[config.mk]
export PLATFORM = sky130hd
export DESIGN_NAME = vend_ctrl
export DESIGN_NICKNAME = d
export VERILOG_FILES = /design/src/rtl/vend_ctrl.sv
export SDC_FILE = /design/constraint.sdc
export NUM_CORES = 1
export LEC_CHECK = 0
export BUFFER_PORTS_ARGS = -buffer_cell sky130_fd_sc_hd__buf_2
export CORE_AREA = 2 2 39 41
export CTS_CLUSTER_DIAMETER = 40
export DETAILED_ROUTE_END_ITERATION = 12
export DIE_AREA = 0 0 41 43
export GPL_TIMING_DRIVEN = 0
export PLACE_DENSITY_LB_ADDON = 0.1
export SKIP_CTS_REPAIR_TIMING = 1
export SYNTH_ARGS = -nofsm -noshare
export SYNTH_HDL_FRONTEND = slang
export SYNTH_SLANG_ARGS = --single-unit
[constraint.sdc]
create_clock -name clk -period 3.2 [get_ports clk]
set_input_delay 0.48 -clock clk [delete_from_list [all_inputs] [get_ports clk]]
set_output_delay 0.48 -clock clk [all_outputs]
set_load 0.01 [all_outputs]
[src/rtl/vend_ctrl.sv]
module vend_ctrl #(
  parameter int PRICE   = 7,
  parameter int V_NICK  = 1,
  parameter int V_DIME  = 2,
  parameter int V_QUART = 5,
  parameter int CW      = 4,
  parameter int CHG_W   = 3
) (
  input  logic             clk,
  input  logic             rst,
  input  logic             coin_nickel,
  input  logic             coin_dime,
  input  logic             coin_quarter,
  input  logic             push_btn,
  output logic             dispense,
  output logic [CHG_W-1:0] change_nickels
);

  logic [2:0]    btn_sh;
  logic [CW-1:0] credit;
  logic [CW-1:0] coin_val;
  logic [CW-1:0] base;
  logic [2:0]    coins;
  logic          press;
  logic          one_coin;

  always_ff @(posedge clk) begin
    if (rst) btn_sh <= '0;
    else     btn_sh <= {btn_sh[1:0], push_btn};
  end

  assign press    = btn_sh[1] & ~btn_sh[2];
  assign coins    = {coin_quarter, coin_dime, coin_nickel};
  assign one_coin = $onehot(coins);

  always_comb begin
    case (coins)
      3'b001:  coin_val = CW'(V_NICK);
      3'b010:  coin_val = CW'(V_DIME);
      3'b100:  coin_val = CW'(V_QUART);
      default: coin_val = '0;
    endcase
  end

  assign dispense = (credit >= CW'(PRICE));
  assign base     = dispense ? '0 : credit;

  always_ff @(posedge clk) begin
    if (rst)                   credit <= '0;
    else if (press && one_coin) credit <= base + coin_val;
  end

  assign change_nickels = dispense ? CHG_W'(credit - CW'(PRICE)) : '0;

endmodule


==> results of run 1 <==
-- layer usage --
metal  GRT usage  vias to the layer above
met3     0.01571                        0
li1            -                      175
met5           0                        -
met1      0.1176                      141
met2      0.1344                        4
met4      0.1000                        0
-- logic make-up (layout without fill, tap and decap cells) --
| family | Yosys count | in the layout | synth area share |
|---|---|---|---|
| adders and majority gates | 6 | 6 | 0.2069 |
| muxes | 2 | 2 | 0.04598 |
| xor gates and xnor gates | 3 | 3 | 0.06036 |
| DFF | 7 | 7 | 0.3218 |
| buffers and inverters | 5 | 18 | 0.06033 |
| AOI/OAI and AO/OA | 5 | 5 | 0.07471 |
| and+or+nand+nor | 17 | 17 | 0.2298 |
-- area by class of cell --
type	count	area, sq um	share of cell area
multi-input cells	33	269.0	0.5107
plain buffers	1	11.26	0.02138
well taps	16	20.02	0.03800
flip-flops and latches	7	140.1	0.2660
repair buffers	9	45.04	0.08551
inverters	4	15.01	0.02850
clock buffers	4	26.28	0.04988
-- synthesized netlist by cell type --
| cell | number | area, sq um |
|---|---|---|
| nor2b_1 | 4 | 25.02 |
| inv_1 | 4 | 15.01 |
| xor2_1 | 1 | 8.760 |
| mux2i_1 | 2 | 20.02 |
| a21oi_1 | 2 | 10.01 |
| nor2_2 | 2 | 12.51 |
| ha_1 | 4 | 50.05 |
| a21o_1 | 1 | 7.510 |
| fa_1 | 2 | 40.04 |
| and4bb_1 | 1 | 12.51 |
| dfxtp_1 | 7 | 140.1 |
| xnor2_1 | 2 | 17.52 |
| nor2_1 | 4 | 15.01 |
| and2_1 | 4 | 25.02 |
| buf_6 | 1 | 11.26 |
| a211oi_1 | 2 | 15.01 |
| nor3_1 | 2 | 10.01 |
-- where the power goes --
part,switching (mW),internal [mW],total [mW]
logic,0.0108,0.0106,0.0215
registers,0.00128,0.0898,0.0911
clock network,0.0281,0.0473,0.0754
-- registers in the layout, summed over array words and instances (netlist names) --
name	count
btn_sh	3
credit	4
-- worst paths after layout --
| path | from | to | slack, ns | cells after the start |
|---|---|---|---|---|
| max | credit[0] | credit[1] | 1.22 | 7 |
| min | btn_sh[0] | btn_sh[1] | 0.44 | 1 |
| max reg2reg | credit[0] | credit[1] | 1.22 | 7 |
| min reg2reg | btn_sh[0] | btn_sh[1] | 0.44 | 1 |
==> reports/results.tsv, run 1 <==
stage	metric	value	unit
run_status	status	finished clean	
synthesis	Yosys cell types	17	
floorplanning	full die area	1763	sq um
global_route	Tot GR Track Use	0.09788	
timing	Setup-failing EPs final	0	
final_layout	share of layout cells above drive strength 1	0.2586	
detailed_routing	DRT iter0 DRCs	2	
synthesis	yosys warns	0	
final_layout	Layout Cells excl Fill	74	
setup_path	worst-path cell chain	ha_1 -> a21oi_1 -> and2_1 -> ha_1 -> fa_1 -> mux2i_1 -> nor2_1	
place	placed cell areas	500.5	sq um
final_layout	post-layout instance area	526.8	sq um
power	total power	0.1879	mW
detailed_routing	Top Layer Used	met3	
detailed_routing	met3 WL	15	microns
detailed_routing	via count	320	
synthesis	Synth Register Bits	7	
worst_hold_path	worst hold path type	flip-flop to flip-flop	
global_route	initial antenna violation count	0	
timing	Hold Slack	0.4431	ns
floorplanning	die width	41	microns
final_layout	Layout area overhead	20.98	%
floorplanning	die height	43	microns
clocking	TritonCTS clock tree	done	
place	Cells after DPL	70	
synthesis	syn avg cell area	9.676	sq um
global_route	first-pass GRT wire length	1.110	mm
setup_path	max incr delay on CP	0.43	ns
timing	Slew @ Worst Pin	0.3770	ns
global_route	vias in the first global route	283	
floorplanning	initial core utilization	0.3146	
synthesis	post-synth net total	57	
timing	Hold Vio Cnt, Final	0	
detailed_routing	Post-Route WL	662	microns
setup_path	Top cell by count, worst path	ha_1	
clocking	CTS buffer count	3	
clocking	H-tree levels	1	
setup_path	Worst Path Required	3.33	ns
clocking	Sink Count	7	
detailed_routing	wire length per cell	8.946	microns
final_layout	post-layout util	0.3807	
place	Detail Placement HPWL	557.3	microns
power	Pleak	0.2772	nW
setup_path	CP Capture Type	flip-flop	
setup_path	critical path arrival	2.11	ns
clocking	Root Driver	clkbuf_4	
setup_path	critical path class	flip-flop to flip-flop	
power	VDD IR max	193.6	uV
final_layout	most frequent cells in the layout	9 x buf_2, 7 x dfxtp_1	
clocking	CTS Buffer Depth	2	
setup_path	startpoint types	flip-flop	
timing	RSZ-0062 raised after global routing	no	
timing	Max Slew Vio Count	0	
setup_path	CP delay by family, top	adder cells	
timing	period utilization	0.6185	
final_layout	# diodes	0	
place	DP Worst Slack	1.223	ns
synthesis	cell count after synthesis	45	
global_route	GRT overflow	0	
timing	time the worst path needs with I/O delays and setup	1.979	ns
place	routability cong.	0.6648	
detailed_routing	post-DR vias/cell	4.324	
detailed_routing	TritonRoute pass-1 iters	4	
timing	Setup TNS	0	ns
timing	slack of the critical path	1.221	ns
clocking	worst skew pair latency	0.24	ns
power	P per Cell Area	356.7	nW/um^2
flow_run	maxcap violations	0	
timing	Peak Freq	0.5052	GHz
clocking	Clock transition at path regs	0.05	ns
floorplanning	row count	14	
final_layout	nets	71	
floorplanning	core footprint	1384	sq um
setup_path	WP buf/inv	0	
global_route	largest net degree at the start of global routing	8	
setup_path	Crit-path slowest cell	fa_1	
floorplanning	number of top-level pins	10	
place	PortBufs	9	
timing	Max-Slew Margin vs Limit	0.7467	
detailed_routing	DRC viols	0	
detailed_routing	met1 wire length	329	microns
setup_path	crit path max fanout	6	
synthesis	Seq/Total Area, Yosys	0.3218	
timing	Clock Skews	0.0009580	ns
detailed_routing	met2 routed WL	317	microns
detailed_routing	Post-DRT Antenna Nets	0	
final_layout	fill count	142	
synthesis	mapped cell area	435.4	sq um
final_layout	commonest non-fill, non-tap cell in the layout	buf_2	
Power figures use the tool's default switching activity.
==> inputs of run 2 (changes only) <==
clock period = 1.7 ns   (was 3.2 ns; I/O delays follow)
==> reports/results.tsv, run 2 (synthesized netlist as in run 1, its figures left out) <==
stage	metric	value	unit	change
floorplanning	die height	43	microns	unchanged
detailed_routing	met1 wire length	376	microns	was 329 microns
setup_path	critical path arrival	1.87	ns	was 2.11 ns
timing	Clock Skews	0.0003916	ns	was 0.0009580 ns
detailed_routing	DRT iter0 DRCs	3		was 2
detailed_routing	met2 routed WL	375	microns	was 317 microns
global_route	Tot GR Track Use	0.1090		was 0.09788
flow_run	maxcap violations	0		unchanged
run_status	status	finished, violations left		was finished clean
setup_path	Top cell by count, worst path	ha_4		was ha_1
clocking	CTS buffer count	3		unchanged
place	Cells after DPL	70		unchanged
setup_path	worst-path cell chain	ha_4 -> a21oi_4 -> and2_4 -> ha_4 -> fa_2 -> mux2i_1 -> nor2_1		was ha_1 -> a21oi_1 -> and2_1 -> ha_1 -> fa_1 -> mux2i_1 -> nor2_1
global_route	first-pass GRT wire length	1.255	mm	was 1.110 mm
final_layout	max reg flops	4		unchanged
floorplanning	die width	41	microns	unchanged
timing	Hold Vio Cnt, Final	0		unchanged
final_layout	post-layout instance area	609.3	sq um	was 526.8 sq um
final_layout	Top Registers	credit: 4 flops, btn_sh: 3 flops		unchanged
global_route	GRT overflow	0		unchanged
timing	Max Slew Vio Count	0		unchanged
detailed_routing	post-DR vias/cell	4.321		was 4.324
detailed_routing	Post-DRT Antenna Nets	0		unchanged
detailed_routing	Post-Route WL	770	microns	was 662 microns
detailed_routing	Top Layer Used	met3		unchanged
floorplanning	core footprint	1384	sq um	unchanged
detailed_routing	met3 WL	18	microns	was 15 microns
setup_path	Worst Path Required	1.83	ns	was 3.33 ns
setup_path	crit path max fanout	5		was 6
final_layout	commonest non-fill, non-tap cell in the layout	buf_2		unchanged
timing	Setup-failing EPs final	1		was 0
detailed_routing	via count	337		was 320
clocking	TritonCTS clock tree	done		unchanged
setup_path	critical path class	flip-flop to flip-flop		unchanged
clocking	Sink Count	7		unchanged
clocking	CTS Buffer Depth	2		unchanged
final_layout	Layout area overhead	39.94	%	was 20.98%
power	Pleak	0.2952	nW	was 0.2772 nW
clocking	Root Driver	clkbuf_4		unchanged
global_route	initial antenna violation count	0		unchanged
final_layout	nets	75		was 71
power	VDD IR max	327.2	uV	was 193.6 uV
place	placed cell areas	510.5	sq um	was 500.5 sq um
detailed_routing	DRC viols	0		unchanged
timing	Slew @ Worst Pin	0.4060	ns	was 0.3770 ns
floorplanning	full die area	1763	sq um	unchanged
setup_path	Crit-path slowest cell	fa_2		was fa_1
run_status	failing checks	negative setup slack		
setup_path	CP Capture Type	flip-flop		unchanged
place	DP Worst Slack	-0.1597	ns	was 1.223 ns
floorplanning	number of top-level pins	10		unchanged
power	P per Cell Area	591.4	nW/um^2	was 356.7 nW/um^2
place	routability cong.	0.6760		was 0.6648
timing	slack of the critical path	-0.03549	ns	was 1.221 ns
floorplanning	row count	14		unchanged
worst_hold_path	worst hold path type	input pin to flip-flop		was flip-flop to flip-flop
timing	RSZ-0062 raised after global routing	yes		was no
final_layout	most frequent cells in the layout	9 x buf_2, 5 x dfxtp_1		was 9 x buf_2, 7 x dfxtp_1
place	Detail Placement HPWL	581.3	microns	was 557.3 microns
timing	Hold Slack	0.2170	ns	was 0.4431 ns
final_layout	share of layout cells above drive strength 1	0.4516		was 0.2586
clocking	H-tree levels	1		unchanged
detailed_routing	wire length per cell	9.872	microns	was 8.946 microns
detailed_routing	TritonRoute pass-1 iters	4		unchanged
timing	period utilization	1.021		was 0.6185
global_route	vias in the first global route	306		was 283
timing	time the worst path needs with I/O delays and setup	1.735	ns	was 1.979 ns
clocking	Clock transition at path regs	0.05	ns	about the same
setup_path	startpoint types	flip-flop		unchanged
final_layout	post-layout util	0.4403		was 0.3807
timing	Peak Freq	0.5762	GHz	was 0.5052 GHz
clocking	worst skew pair latency	0.24	ns	about the same
final_layout	Layout Cells excl Fill	78		was 74
timing	Max-Slew Margin vs Limit	0.7272		was 0.7467
final_layout	largest register by flop count	credit		unchanged
setup_path	max incr delay on CP	0.44	ns	was 0.43 ns
floorplanning	initial core utilization	0.3146		unchanged
place	PortBufs	9		unchanged
global_route	largest net degree at the start of global routing	8		unchanged
final_layout	# diodes	0		unchanged
[run 2: cell count changes in the layout (fill, tap and decap cells not counted), sizes merged]
cell  delta
buf      +4
[run 2: worst paths after layout]
check	slack, ns	depth (start not counted)	endpoint	start
worst max-delay path	-0.04	7	credit[1]	credit[0]
worst min-delay path	0.22	2	btn_sh[0]	push_btn
worst max register to register	-0.04	7	credit[1]	credit[0]
worst min register to register	0.44	1	btn_sh[1]	btn_sh[0]
[run 2: stage by stage]
step                      setup TNS [ns]  total power [mW]
after detailed placement         -0.3272            0.2169
after CTS                        -0.3759            0.3699
after global routing             -0.2382            0.3846
final                           -0.03549            0.3604
after global placement           -0.3313            0.2171
after floorplan                -0.005980            0.2000
[run 2: cell type report]
type                       count  area [sq um]
fill                         140         774.5
clock buffer                   4         26.28
buffer                         1         11.26
inverter                       4         15.01
multi-input combinational     33         316.6
timing repair buffer          13         75.07
sequential                     7         145.1
tap                           16         20.02
[run 2: worst max-delay path: cells and delay by family, from the launching register on]
family	cells	cell delay, ns
flip-flops	1	0.36
adder cells (fa/ha/maj)	3	0.74
AO/OA/AOI/OAI	1	0.16
AND/OR/NAND/NOR	2	0.24
multiplexers	1	0.14
[run 2: metal layers]
metal,GRT usage,vias up
met5,0,-
met4,0.1000,0
met3,0.01571,0
met2,0.1375,6
met1,0.1503,149
li1,-,182
[run 2: report_power, final]
part | leakage, nW | switching [mW] | internal (mW)
combinational | 0.222 | 0.0230 | 0.0236
sequential | 0.0583 | 0.00330 | 0.168
clock | 0.0150 | 0.0537 | 0.0891
